===== src/rtl/kx_pkg.sv =====
package kx_pkg;
  localparam int KX_IN_W = 3;

  typedef enum logic [1:0] {MS_INIT = 2'd0, MS_OFF = 2'd1, MS_ON = 2'd2} mstate_e;

  typedef struct packed {
    mstate_e st;
    logic    entry;
    logic    relay;
  } kstate_t;

  localparam kstate_t KX_SEED = '{st: MS_INIT, entry: 1'b1, relay: 1'b0};

  // inputs a state samples: INIT none, others demand and heat
  function automatic logic [KX_IN_W-1:0] used_mask(input mstate_e s);
    return (s == MS_INIT) ? '0 : '1;
  endfunction

  function automatic logic entry_relay(input mstate_e s, input logic r);
    case (s)
      MS_OFF:  return 1'b0;
      MS_ON:   return 1'b1;
      default: return r;
    endcase
  endfunction

  function automatic logic fires(input mstate_e s, input logic [KX_IN_W-1:0] in);
    case (s)
      MS_INIT: return 1'b1;
      MS_OFF:  return (in[2:1] == 2'b10) && in[0];
      MS_ON:   return (in[2:1] == 2'b01);
      default: return 1'b0;
    endcase
  endfunction

  function automatic mstate_e target(input mstate_e s);
    case (s)
      MS_INIT: return MS_OFF;
      MS_OFF:  return MS_ON;
      MS_ON:   return MS_OFF;
      default: return MS_INIT;
    endcase
  endfunction
endpackage


===== src/rtl/kx_ringlet.sv =====
module kx_ringlet
  import kx_pkg::*;
#(
  parameter int unsigned COMBO = 0
) (
  input  logic    clk,
  input  logic    rst,
  input  logic    go,
  input  kstate_t rd_i,
  output kstate_t wr_o,
  output logic    fin_o
);
  localparam logic [KX_IN_W-1:0] IN_VAL = KX_IN_W'(COMBO);

  typedef enum logic [2:0] {PH_IDLE, PH_ENTRY, PH_CHECK, PH_ACT, PH_WRITE, PH_DONE} phase_e;
  phase_e  ph;
  mstate_e st_q;
  mstate_e tgt_q;
  logic    entry_q, relay_q, fired_q;
  kstate_t wr_q;

  always_ff @(posedge clk) begin
    if (rst) begin
      ph <= PH_IDLE; st_q <= MS_INIT; tgt_q <= MS_INIT;
      entry_q <= 1'b0; relay_q <= 1'b0; fired_q <= 1'b0; wr_q <= KX_SEED;
    end else begin
      case (ph)
        PH_ENTRY: begin
          if (entry_q) relay_q <= entry_relay(st_q, relay_q);
          ph <= PH_CHECK;
        end
        PH_CHECK: begin
          fired_q <= fires(st_q, IN_VAL);
          tgt_q   <= target(st_q);
          ph <= PH_ACT;
        end
        PH_ACT:   ph <= PH_WRITE;  // exit and internal actions are empty
        PH_WRITE: begin
          wr_q <= '{st: fired_q ? tgt_q : st_q, entry: fired_q, relay: relay_q};
          ph <= PH_DONE;
        end
        default: ;
      endcase
      if (go) begin  // read snapshot
        st_q <= rd_i.st; entry_q <= rd_i.entry; relay_q <= rd_i.relay;
        ph <= PH_ENTRY;
      end
    end
  end

  assign wr_o  = wr_q;
  assign fin_o = (ph == PH_DONE);


  go_idle_chk: assert property (@(posedge clk) disable iff (rst)
    go |-> (ph == PH_IDLE || ph == PH_DONE));

  go_clear_chk: assert property (@(posedge clk) disable iff (rst)
    go |=> !fin_o);
endmodule


===== src/rtl/kx_fifo.sv =====
module kx_fifo #(
  parameter int DEPTH = 8,
  parameter int W     = 4
) (
  input  logic         clk,
  input  logic         rst,
  input  logic         clr,
  input  logic         push,
  input  logic [W-1:0] din,
  input  logic         pop,
  output logic [W-1:0] dout,
  output logic         empty,
  output logic         full
);
  localparam int AW = (DEPTH > 1) ? $clog2(DEPTH) : 1;
  localparam int CW = $clog2(DEPTH + 1);

  logic [W-1:0]  mem [DEPTH];
  logic [AW-1:0] wp, rp;
  logic [CW-1:0] cnt;

  assign empty = (cnt == '0);
  assign full  = (cnt == CW'(DEPTH));

  always_ff @(posedge clk) begin
    if (push) mem[wp] <= din;
    if (pop)  dout <= mem[rp];
  end

  always_ff @(posedge clk) begin
    if (rst || clr) begin
      wp <= '0; rp <= '0; cnt <= '0;
    end else begin
      if (push) wp <= (wp == AW'(DEPTH-1)) ? '0 : wp + 1'b1;
      if (pop)  rp <= (rp == AW'(DEPTH-1)) ? '0 : rp + 1'b1;
      cnt <= cnt + CW'(push) - CW'(pop);
    end
  end


  no_overflow_chk: assert property (@(posedge clk) disable iff (rst)
    push |-> !full);

  no_underflow_chk: assert property (@(posedge clk) disable iff (rst)
    pop |-> !empty);
endmodule


===== src/rtl/kx_visit.sv =====
module kx_visit
  import kx_pkg::*;
#(
  parameter int DEPTH = 8
) (
  input  logic    clk,
  input  logic    rst,
  input  logic    clr,
  input  logic    ins,
  input  kstate_t key,
  output logic    hit,
  output logic    full
);
  localparam int CW = $clog2(DEPTH + 1);

  kstate_t       keys [DEPTH];
  logic [DEPTH-1:0] vld;
  logic [DEPTH-1:0] hit_vec;
  logic [CW-1:0]    cnt;

  for (genvar i = 0; i < DEPTH; i++) begin : g_cmp
    assign hit_vec[i] = vld[i] && (keys[i] == key);
    always_ff @(posedge clk) begin
      if (rst || clr) vld[i] <= 1'b0;
      else if (ins && cnt == CW'(i)) vld[i] <= 1'b1;
      if (ins && cnt == CW'(i)) keys[i] <= key;
    end
  end

  assign hit  = |hit_vec;
  assign full = (cnt == CW'(DEPTH));

  always_ff @(posedge clk) begin
    if (rst || clr) cnt <= '0;
    else if (ins)   cnt <= cnt + 1'b1;
  end


  ins_fresh_chk: assert property (@(posedge clk) disable iff (rst)
    ins |-> (!hit && !full));

  one_match_chk: assert property (@(posedge clk) disable iff (rst)
    $countones(hit_vec) <= 1);
endmodule


===== src/rtl/kx_explorer.sv =====
module kx_explorer
  import kx_pkg::*;
#(
  parameter int VIS_DEPTH = 8
) (
  input  logic                clk,
  input  logic                rst,
  input  logic                start,
  input  logic                rec_ready,
  output logic                rec_valid,
  output logic [2*$bits(kstate_t)-1:0] rec_data,
  output logic                done,
  output logic                overflow
);
  localparam int KS_W     = $bits(kstate_t);
  localparam int NUM_INST = 1 << KX_IN_W;

  typedef enum logic [3:0] {S_IDLE, S_SEED, S_POP, S_LAUNCH, S_WAIT,
                            S_SCAN, S_EMIT, S_LOOK, S_FIN} fsm_e;
  fsm_e state;

  logic [KX_IN_W-1:0]  idx;
  kstate_t             cur_rd;
  kstate_t             wr_arr [NUM_INST];
  logic [NUM_INST-1:0] fin_vec, valid_vec, first_vec;
  kstate_t             q_dout, vis_key;
  logic q_empty, q_full, q_push, q_pop, vis_hit, vis_full, vis_ins, clr, last_idx;

  assign clr      = (state == S_IDLE) && start;
  assign vis_key  = (state == S_SEED) ? KX_SEED : wr_arr[idx];
  assign vis_ins  = (state == S_SEED) || (state == S_LOOK && !vis_hit && !vis_full);
  assign q_push   = vis_ins;
  assign q_pop    = (state == S_POP) && !q_empty;
  assign last_idx = (idx == KX_IN_W'(NUM_INST-1));

  kx_fifo #(.DEPTH(VIS_DEPTH), .W(KS_W)) u_queue (
    .clk(clk), .rst(rst), .clr(clr), .push(q_push), .din(vis_key),
    .pop(q_pop), .dout(q_dout), .empty(q_empty), .full(q_full));

  kx_visit #(.DEPTH(VIS_DEPTH)) u_seen (
    .clk(clk), .rst(rst), .clr(clr), .ins(vis_ins), .key(vis_key),
    .hit(vis_hit), .full(vis_full));

  for (genvar i = 0; i < NUM_INST; i++) begin : g_eng
    kx_ringlet #(.COMBO(i)) u_eng (
      .clk(clk), .rst(rst), .go(state == S_LAUNCH), .rd_i(q_dout),
      .wr_o(wr_arr[i]), .fin_o(fin_vec[i]));
    assign valid_vec[i] = ((KX_IN_W'(i) & ~used_mask(cur_rd.st)) == '0);
    always_comb begin
      first_vec[i] = 1'b1;
      for (int j = 0; j < i; j++)
        if (valid_vec[j] && wr_arr[j] == wr_arr[i]) first_vec[i] = 1'b0;
    end
  end

  always_ff @(posedge clk) begin
    if (rst) begin
      state <= S_IDLE; idx <= '0; cur_rd <= KX_SEED;
      rec_valid <= 1'b0; rec_data <= '0; done <= 1'b0; overflow <= 1'b0;
    end else begin
      done <= 1'b0;
      case (state)
        S_IDLE: if (start) begin overflow <= 1'b0; state <= S_SEED; end
        S_SEED: state <= S_POP;
        S_POP:  state <= q_empty ? S_FIN : S_LAUNCH;
        S_LAUNCH: begin cur_rd <= q_dout; state <= S_WAIT; end
        S_WAIT: if (&fin_vec) begin idx <= '0; state <= S_SCAN; end
        S_SCAN: begin
          if (valid_vec[idx] && first_vec[idx]) begin
            rec_valid <= 1'b1;
            rec_data  <= {cur_rd, wr_arr[idx]};
            state     <= S_EMIT;
          end else if (last_idx) state <= S_POP;
          else begin idx <= idx + 1'b1; state <= S_SCAN; end
        end
        S_EMIT: if (rec_ready) begin rec_valid <= 1'b0; state <= S_LOOK; end
        S_LOOK: begin
          if (!vis_hit && vis_full) begin
            overflow <= 1'b1; state <= S_FIN;
          end else if (last_idx) state <= S_POP;
          else begin idx <= idx + 1'b1; state <= S_SCAN; end
        end
        S_FIN: begin done <= 1'b1; state <= S_IDLE; end
        default: state <= S_IDLE;
      endcase
    end
  end


  hold_chk: assert property (@(posedge clk) disable iff (rst)
    (rec_valid && !rec_ready) |=> (rec_valid && $stable(rec_data)));

  done_pulse_chk: assert property (@(posedge clk) disable iff (rst)
    done |=> !done);

  done_quiet_chk: assert property (@(posedge clk) disable iff (rst)
    done |-> !rec_valid);

  ovf_sticky_chk: assert property (@(posedge clk) disable iff (rst)
    (overflow && !start) |=> overflow);

  ovf_silent_chk: assert property (@(posedge clk) disable iff (rst)
    overflow |-> !rec_valid);
endmodule


===== config.mk =====
export PLATFORM = sky130hd
export DESIGN_NAME = kx_explorer
export DESIGN_NICKNAME = d
export VERILOG_FILES = /design/src/rtl/kx_pkg.sv /design/src/rtl/kx_ringlet.sv /design/src/rtl/kx_fifo.sv /design/src/rtl/kx_visit.sv /design/src/rtl/kx_explorer.sv
export SDC_FILE = /design/constraint.sdc
export NUM_CORES = 1
export LEC_CHECK = 0
export ABC_CLOCK_PERIOD_IN_PS = 7900
export BUFFER_PORTS_ARGS = -buffer_cell sky130_fd_sc_hd__clkbuf_2
export CORE_ASPECT_RATIO = 1.1
export CORE_MARGIN = 2
export CORE_UTILIZATION = 30
export CTS_BUF_LIST = sky130_fd_sc_hd__clkbuf_4 sky130_fd_sc_hd__clkbuf_8 sky130_fd_sc_hd__clkbuf_16
export DETAILED_ROUTE_END_ITERATION = 10
export PLACE_DENSITY = 0.46
export SLEW_MARGIN = 20
export SYNTH_ARGS = -nofsm -noshare
export SYNTH_HDL_FRONTEND = slang
export SYNTH_SLANG_ARGS = --single-unit

===== constraint.sdc =====
create_clock -name clk -period 7.9 [get_ports clk]
set_input_delay 1.58 -clock clk [delete_from_list [all_inputs] [get_ports clk]]
set_output_delay 1.58 -clock clk [all_outputs]
set_load 0.1 [all_outputs]

==> flow_summary.toml, run 1 <==
[floorplan]
pin_count = 15
die_area_mm2 = 0.0352
die_y_um = 196
start_util_pct = 30.4
row_count = 70
fp.coreArea_mm2 = 0.0332
chipWidth_um = 179

[setup_path]
path_cells = "mux2_2 -> o22ai_1 -> or3_4 -> inv_2 -> mux2_2 -> nor4_1 -> or4_4 -> o31a_1 -> inv_1 -> ha_1 -> fa_1 -> xnor2_1 -> nor2_1"
path_buf_inv = 2
slowest_delay_ns = 0.97
path_depth = 13
crit_required_ns = 8.23
startpoint_type = "flip-flop"
reg2reg_setup_slack_ns = 3.03
cp-end-kind = "flip-flop"
worstSetupEndpoint = "u_queue.cnt[2]$_SDFF_PP0_"
reg2reg_depth = 13
reg2reg_from = "idx[0]$_SDFFE_PP0P_"
crit_type = "reg2reg"
critPathSlowestCell = "dfxtp_1"
cpMostUsedCell = "mux2_2"
critPathMaxFanout = 27
startpoint = "idx[0]$_SDFFE_PP0P_"
r2r_end = "u_queue.cnt[2]$_SDFF_PP0_"
crit_family = "flip-flops"
arrival_ns = 5.20

[timing]
relSlewSlack_pct = 32.3
hold_ws_ns = 0.458
fin_skew_ns = 0.0169
fmax_mhz = 205
worst_pin_slew_ns = 1.01
hold_viol_final = 0
fin_setup_tns_ns = 0
period_needed_ns = 4.87
slew_viol_final = 0
rsz0062_at_grt = "no"
final_min_period_over_clock_period_pct = 61.6
setup_viol_count_final = 0

[cts]
h-tree-depth = 4
cts_sinks = 199
postCtsSetupRepairBufs = 0
cts_buffer_depth = 2
cts_resized = 0
numCtsBuffers = 17
clk_pin_slew_worst_paths_ns = 0.08
tritoncts = "built"
cts_hold_buffers = 0
cts-root-buf = "clkbuf_16"
clock_latency_ns = 0.45

[drt]
ant_nets = 0
vias_per_cell = 4.84
vias = 6862
wl_mm = 23.9
first_pass_iters = 5
drc_errors = 0
wl_per_cell_um = 16.9
drt_iter0_markers = 498

[yosys]
synthDistinctLibCells = 61
ys_seq_area_share_pct = 46.2
yosys-top-cells-area = "dfxtp_1 (26%), edfxtp_1 (20%), xnor2_1 (6.8%)"
syn_avg_cell_area_um2 = 10.0
synth_edf_count = 68
synth_top_area_share_pct = 26.0
yosys-top-cells-count = "dfxtp_1 (131), nor2_1 (112), xnor2_1 (79)"
synth_seq_cells = 199
syn_inst = 1009
ys.flop_type = "dfxtp_1"
synth_fp_nets = 1029
synth_area_mm2 = 0.0101
async_reset_ff_share_pct = 0
yosys_warnings = 0
synth_most_common_cell = "dfxtp_1"
yosysTopAreaCell = "dfxtp_1"

[global_routing]
antenna_found_initial = 1
grt_max_degree = 51
grtUsageTotal_pct = 14.2
grt_pass1_wl_mm = 38.3
grt_pass1_vias = 6750
grt.overflow.total = 0

[power]
internal_power_mw = 1.72
leakage_nw = 3.92
power_frac_seq_pct = 48.3
vdd_drop_max_uv = 158
power_density_mw_per_mm2 = 224
clockPowerShare_pct = 35.9
switching_power_uw = 747
comb_power_share_pct = 15.8
swShare_pct = 30.3

[placement]
portBuffers = 14
placedCellCount = 1387
dp_hpwl_mm = 16.3
place_congestion = 0.779
dpl-instance-area_mm2 = 0.0104

[cells_and_area]
final_area_mm2 = 0.0110
diodes = 0
drive_above_1_share_pct = 9.83
layout.cells.non_filler = 1419
area_delta_synth_final_pct = 9.18
fillers = 3391
finalNetCount = 994

[run]
maxCapViolCount = 0

[hold_path]
min_path_type = "reg2reg"

[run_status]
status = "finished, final reports clean"
## per-stage QoR
step | setup slack (ns) | utilization [%] | total power, mW
after CTS | 3.01 | 33.2 | 2.51
after detailed placement | 3.02 | 31.5 | 1.61
after global placement | 3.08 | 31.4 | 1.61
after global routing | 2.69 | 33.2 | 2.60
final | 3.03 | 33.2 | 2.47
after floorplan | 4.11 | - | 1.53
## power by group through the flow
stage	registers (mW)	logic, mW	clock network, mW
4_1_cts	1.19	0.400	0.914
5_1_grt	1.20	0.440	0.954
3_5_place_dp	1.22	0.397	0
2_1_floorplan	1.19	0.339	0
3_3_place_gp	1.22	0.396	0
6_report	1.19	0.391	0.887
## how the worst min path moves through the flow
stage | endpoint | from | depth (start not counted) | slack (ns)
after floorplan | g_eng[1].u_eng.wr_o[0]$_SDFFE_PP0P_ | g_eng[1].u_eng.relay_q$_SDFFE_PP0P_ | 2 | 0.43
after global placement | g_eng[1].u_eng.wr_o[0]$_SDFFE_PP0P_ | g_eng[1].u_eng.relay_q$_SDFFE_PP0P_ | 2 | 0.44
after detailed placement | g_eng[1].u_eng.wr_o[0]$_SDFFE_PP0P_ | g_eng[1].u_eng.relay_q$_SDFFE_PP0P_ | 2 | 0.45
after CTS | g_eng[1].u_eng.wr_o[0]$_SDFFE_PP0P_ | g_eng[1].u_eng.relay_q$_SDFFE_PP0P_ | 2 | 0.46
after global routing | g_eng[4].u_eng.wr_o[0]$_SDFFE_PP0N_ | g_eng[4].u_eng.relay_q$_SDFFE_PP0P_ | 2 | 0.49
final | g_eng[5].u_eng.wr_o[0]$_SDFFE_PP0P_ | g_eng[5].u_eng.relay_q$_SDFFE_PP0P_ | 2 | 0.46
## registers in the layout (all words and copies together), names as in the netlist, 4 cells and up
name                 cells
g_eng.u_eng.wr_o        32
u_queue.mem             32
u_seen.keys             32
g_eng.u_eng.ph          24
g_eng.u_eng.tgt_q       15
g_eng.u_eng.relay_q      8
rec_data                 8
u_seen.vld               8
g_eng.u_eng.fired_q      7
state                    4
u_queue.cnt              4
u_queue.dout             4
u_seen.cnt               4
## area by class of cell
| type | count | area, um2 | area share (%) |
|---|---|---|---|
| clock buffer | 17 | 425 | 3.86 |
| clock inverter | 15 | 161 | 1.46 |
| inverter | 28 | 105 | 0.953 |
| multi-input combinational | 704 | 4980 | 45.2 |
| sequential | 199 | 4660 | 42.3 |
| tap | 432 | 541 | 4.90 |
| timing repair buffer | 24 | 148 | 1.34 |
## layer usage
layer	up-vias	share of wire [%]	routed length, um	global-route usage, %
li1	3442	-	-	-
met1	3327	46	11100	18.0
met2	70	50	11900	24.6
met3	21	2.5	605	2.24
met4	2	1.2	278	4.25
met5	-	0.046	11	0
## tightest hold or removal path, cell delays in order, from the launching register on
cell and delay (ns):
dfxtp_1 0.32, nand2_1 0.05, a21oi_1 0.05
## cell usage in the layout, fill, tap and decap left out, types with 17 or more instances in the layout
cell and instances:
dfxtp_1 131, nand2b_1 19, inv_1 27, o21ai_0 24, a21oi_1 50, xnor2_1 79, nand4_1 18, clkbuf_16 17
xor2_1 65, mux2i_1 56, nor2b_1 19, a31oi_1 19, nor2_1 112, edfxtp_1 68, nand2_1 54, nor4_1 18
## kinds of logic after synthesis
kind of cell             synth area share [%]
AO/OA/AOI/OAI                            10.1
flip-flops                               46.2
buffers and inverters                    4.64
XOR/XNOR                                 12.5
multiplexers                             9.34
AND/OR/NAND/NOR                          15.2
adder cells (fa/ha/maj)                  2.06
(Power assumes the default switching activity.)
==> inputs of run 2 (changes only) <==
ABC_CLOCK_PERIOD_IN_PS = 4050   (was 7900)
PLACE_DENSITY = 0.47   (was 0.46)
clock period = 4.05 ns   (was 7.9 ns; I/O delays follow)
==> run 2 against run 1 <==
  * Combinational power increased by 120%
  * Flip-flop and latch count unchanged
  * Largest power group unchanged
  * Critical endpoint is now u_queue.cnt[1]$_SDFF_PP0_
  * Sequential share of layout area decreased by 1.5 points
==> flow_summary.toml, run 2 (synthesis gave the netlist of run 1 again) <==
[run_status]
status = "finished, final reports clean"

[cts]
clk_pin_slew_worst_paths_ns = 0.08
cts_hold_buffers = 0
cts_buffer_depth = 2
h-tree-depth = 4
tritoncts = "built"
numCtsBuffers = 17
postCtsSetupRepairBufs = 0
clock_latency_ns = 0.44
cts-root-buf = "clkbuf_16"
cts_sinks = 199

[timing]
worst_pin_slew_ns = 1.12
relSlewSlack_pct = 25.0
final_min_period_over_clock_period_pct = 93.3
hold_viol_final = 0
fin_skew_ns = 0.0119
setup_slack_ns = 0.271
slew_viol_final = 0
fin_setup_tns_ns = 0
period_needed_ns = 3.78
rsz0062_at_grt = "no"
setup_viol_count_final = 0
fmax_mhz = 265

[placement]
place_congestion = 0.791
dp_hpwl_mm = 18.3
portBuffers = 14
pre_cts_slack_ns = 0.162

[floorplan]
pin_count = 15
start_util_pct = 30.4
chipWidth_um = 179
die_y_um = 196
die_area_mm2 = 0.0352
row_count = 70
fp.coreArea_mm2 = 0.0332

[cells_and_area]
final_cell_mix = "dfxtp_1 (131), nor2_1 (112), xnor2_1 (79), edfxtp_1 (68), xor2_1 (65)"
drive_above_1_share_pct = 14.1
finalNetCount = 1041
area_delta_synth_final_pct = 13.2
final_common_cell = "dfxtp_1"
diodes = 0

[global_routing]
met1_usage_pct = 20.2
grt_pass1_wl_mm = 41.6
antenna_found_initial = 0
use_met3_pct = 2.39
busiest_layer = "met2"
grt_pass1_vias = 7221
grtUsageTotal_pct = 15.3
gr-usage-met2_pct = 25.9
grt_max_degree = 60
grt.overflow.total = 0

[run]
maxCapViolCount = 0

[setup_path]
crit_required_ns = 4.39
crit_type = "reg2reg"
path_cells = "mux4_2 -> nor2_8 -> xnor2_1 -> and4_4 -> or4_4 -> o31a_2 -> inv_1 -> ha_1 -> fa_1 -> and2_1"
startpoint_type = "flip-flop"
reg2reg_setup_slack_ns = 0.27
critPathMaxFanout = 14
arrival_ns = 4.12
slowest_delay_ns = 0.67
critPathSlowestCell = "mux4_2"
cp-end-kind = "flip-flop"

[drt]
vias = 7162
wl_per_cell_um = 17.4
drt_iter0_markers = 367
wl_mm = 25.5
drc_errors = 0
first_pass_iters = 4
vias_per_cell = 4.89
ant_nets = 0

[hold_path]
min_path_type = "reg2reg"

[power]
power_density_mw_per_mm2 = 431
leakage_nw = 4.19
vdd_drop_max_uv = 299
==> run 2: cell count changes in the layout (fill, tap and decap cells not counted), sizes merged <==
cell,delta
buf,+47
inv,+1
clkinvlp,-1
==> run 2: what timing repair did <==
item | 4_1_cts | 5_1_grt
endpoints found under the hold margin | 0 | 0
setup endpoints to repair | 0 | 3
gates resized for setup | 0 | 1
==> run 2: where the power goes <==
| part | internal, mW | total, mW | switching [mW] | leakage, nW |
|---|---|---|---|---|
| combinational | 0.340 | 0.857 | 0.517 | 2.22 |
| clock | 0.899 | 1.77 | 0.872 | 0.298 |
| sequential | 2.19 | 2.30 | 0.110 | 1.67 |
| total | 3.43 | 4.93 | 1.50 | 4.19 |
==> run 2: per-layer routing <==
metal	part of all wire [%]	vias to the layer above	wire length, um
li1	-	3543	-
met1	47	3500	11900
met2	49	97	12500
met3	2.5	22	643
met4	1.4	0	368
met5	0	-	0
==> run 2: worst paths after layout <==
| check | startpoint | to | cells past startpoint |
|---|---|---|---|
| worst max-delay path | idx[2]$_SDFFE_PP0P_ | u_queue.cnt[1]$_SDFF_PP0_ | 10 |
| worst min-delay path | cur_rd[0]$_SDFFE_PP0P_ | cur_rd[0]$_SDFFE_PP0P_ | 2 |
| worst max register to register | idx[2]$_SDFFE_PP0P_ | u_queue.cnt[1]$_SDFF_PP0_ | 10 |
| worst min register to register | cur_rd[0]$_SDFFE_PP0P_ | cur_rd[0]$_SDFFE_PP0P_ | 2 |
==> run 2: per-stage QoR <==
stage                     hold WS (ns)  area [um2]  util [%]  total power [mW]  cells
after floorplan                  0.432       10100         -              2.99   1009
after global placement           0.449       10800      32.6              3.21   1434
after detailed placement         0.451       10800      32.6              3.21   1434
after CTS                        0.460       11400      34.4              4.98   1466
after global routing             0.481       11400      34.5              5.17   1466
final                            0.459       11400      34.5              4.93   1466
==> run 2: critical path, delay by kind of cell (launching register included) <==
kind                     cells  cell delay [ns]
AO/OA/AOI/OAI                1             0.49
flip-flops                   1             0.59
adder cells (fa/ha/maj)      2             0.60
multiplexers                 1             0.67
XOR/XNOR                     1             0.09
AND/OR/NAND/NOR              4             1.12
buffers and inverters        1             0.10
==> run 2: cell type report <==
cell class	count	area, um2
well taps	432	541
inverters	28	105
fillers	3366	21800
multi-input cells	704	4980
repair buffers	71	526
clock buffers	17	425
clock inverters	15	191
flip-flops and latches	199	4660
==> inputs of run 3 (changes only) <==
ABC_AREA = 1   (was not set)
==> run 3 against run 2 <==
  * Setup slack better by 0.40 ns
  * Cell count grew 34%
  * Combinational power is 53% higher
  * Core utilization shrank 0.46 points
  * Critical path depth increased by 9
  * Via count up 30%
  * Count of clock-buffer cells in the layout increased by 2
  * Cell area grew 5.0%
  * Synthesized cell count rose by 45%
  * Sequential share of layout area down 1.9 points
  * Maximum frequency rose by 12%
  * Non-clock buffer count fell by 17
==> flow_summary.toml, run 3 <==
[setup_path]
reg2reg_from = "idx[1]$_SDFFE_PP0P_"
startpoint_type = "flip-flop"
cp-end-kind = "flip-flop"
arrival_ns = 3.71
crit_type = "reg2reg"
reg2reg_setup_slack_ns = 0.67
critPathMaxFanout = 19
crit_required_ns = 4.38
startpoint = "idx[1]$_SDFFE_PP0P_"

[drt]
wl_per_cell_um = 15.9
vias_per_cell = 4.74
drt_iter0_markers = 589
first_pass_iters = 5
drc_errors = 0
wl_mm = 31.3
vias = 9301
ant_nets = 0

[timing]
period_needed_ns = 3.38
final_min_period_over_clock_period_pct = 83.3
fmax_mhz = 296
fin_skew_ns = 0.0184
rsz0062_at_grt = "no"
hold_viol_final = 0
slew_viol_final = 0
worst_pin_slew_ns = 0.964
setup_viol_count_final = 0
setup_slack_ns = 0.674
relSlewSlack_pct = 35.3
hold_ws_ns = 0.456
fin_setup_tns_ns = 0

[floorplan]
fp.coreArea_mm2 = 0.0353
chipWidth_um = 185
pin_count = 15
die_y_um = 203
die_area_mm2 = 0.0375
row_count = 72
start_util_pct = 30.6

[power]
comb_power_share_pct = 23.5
power_density_mw_per_mm2 = 464
internal_power_mw = 3.70
swShare_pct = 33.6
leakage_nw = 5.09
vdd_drop_max_uv = 319
power_frac_seq_pct = 44.0
switching_power_mw = 1.87
clockPowerShare_pct = 32.5

[yosys]
yosys-top-cells-count = "nand2_1 (378), nor2_1 (163), inv_1 (160)"
yosysTopAreaCell = "dfxtp_1"
synth_edf_count = 68
ys.flop_type = "dfxtp_1"
synthDistinctLibCells = 45
syn_avg_cell_area_um2 = 7.40
synth_fp_nets = 1480
syn_inst = 1460
synth_top_area_share_pct = 24.3
ys_seq_area_share_pct = 43.2
synth_area_mm2 = 0.0108
yosys-top-cells-area = "dfxtp_1 (24%), edfxtp_1 (19%), nand2_1 (13%)"
yosys_warnings = 0
synth_seq_cells = 199
async_reset_ff_share_pct = 0
synth_most_common_cell = "nand2_1"

[cts]
clk_pin_slew_worst_paths_ns = 0.08
cts_resized = 0
numCtsBuffers = 17
cts-root-buf = "clkbuf_16"
postCtsSetupRepairBufs = 0
tritoncts = "built"
cts_sinks = 199
cts_hold_buffers = 0
cts_buffer_depth = 2
h-tree-depth = 4
clock_latency_ns = 0.45

[placement]
place_congestion = 0.913
pre_cts_slack_ns = 0.667
dpl-instance-area_mm2 = 0.0114
portBuffers = 14
dp_hpwl_mm = 22.9

[cells_and_area]
diodes = 0
final_area_mm2 = 0.0120
area_delta_synth_final_pct = 11.1
finalNetCount = 1490
final_common_cell = "nand2_1"
drive_above_1_share_pct = 10.0
final_cell_mix = "nand2_1 (378), nor2_1 (163), inv_1 (160), dfxtp_1 (131), a21oi_1 (102)"

[global_routing]
antenna_found_initial = 0
grt.overflow.total = 0
grt_pass1_vias = 9003
grt_pass1_wl_mm = 50.0
grtUsageTotal_pct = 17.3
grt_max_degree = 78

[hold_path]
min_path_type = "reg2reg"
hp-start = "g_eng[6].u_eng.tgt_q[0]$_SDFFE_PP0P_"

[run]
maxCapViolCount = 0

[run_status]
status = "finished, final reports clean"
run 3: stage by stage:
step                total power, mW  cells  utilization [%]
floorplan                      3.49   1460                -
global placement               3.81   1932             32.3
detailed placement             3.82   1932             32.3
CTS                            5.64   1964             34.0
global route                   5.91   1964             34.0
finish                         5.57   1964             34.0
run 3: cell families after synthesis:
| family | synth area share [%] |
|---|---|
| flip-flops | 43.2 |
| AND/OR/NAND/NOR | 27.9 |
| XOR/XNOR | 4.13 |
| adder cells (fa/ha/maj) | 1.92 |
| AO/OA/AOI/OAI | 12.9 |
| buffers and inverters | 9.97 |
run 3: power groups by stage:
| stage | logic, mW | registers, mW | clock network (mW) |
|---|---|---|---|
| final | 1.31 | 2.45 | 1.81 |
| after global routing | 1.51 | 2.48 | 1.93 |
| after CTS | 1.33 | 2.45 | 1.86 |
| after detailed placement | 1.33 | 2.50 | 0 |
| after global placement | 1.31 | 2.49 | 0 |
| after floorplan | 1.01 | 2.48 | 0 |
run 3: final timing paths:
kind,depth (start not counted),end
worst min-delay path,2,g_eng[6].u_eng.tgt_q[0]$_SDFFE_PP0P_
worst max-delay path,19,u_queue.cnt[2]$_SDFF_PP0_
worst max register to register,19,u_queue.cnt[2]$_SDFF_PP0_
worst min register to register,2,g_eng[6].u_eng.tgt_q[0]$_SDFFE_PP0P_
run 3: cell type report:
type / instances / area (um2)
Tap cell: 481 / 602
Clock buffer: 19 / 447
Clock inverter: 13 / 165
Multi-Input combinational cell: 1014 / 5060
Inverter: 184 / 696
Sequential cell: 199 / 4660
Fill cell: 3831 / 23300
Timing Repair Buffer: 54 / 370
run 3: worst max-delay path: stages (launching register included):
cell,delay [ns]
dfxtp_1,0.71
inv_2,0.19
nand2_1,0.10
inv_1,0.07
nand2_1,0.11
nand3_4,0.14
nand3_4,0.14
inv_2,0.16
nand2_1,0.09
nand2_1,0.05
nor2_1,0.08
nand3_1,0.09
nand2_2,0.10
nor2_4,0.05
nand3_4,0.08
nand2_4,0.16
ha_1,0.29
fa_1,0.41
xnor2_1,0.16
nor2_1,0.06
run 3: layer usage:
layer | GRT usage [%] | routed length, um | part of all wire [%]
met1 | 21.0 | 13500 | 43
met4 | 6.26 | 846 | 2.7
met3 | 2.80 | 1160 | 3.7
met2 | 30.8 | 15800 | 51
met5 | 0 | 0 | 0
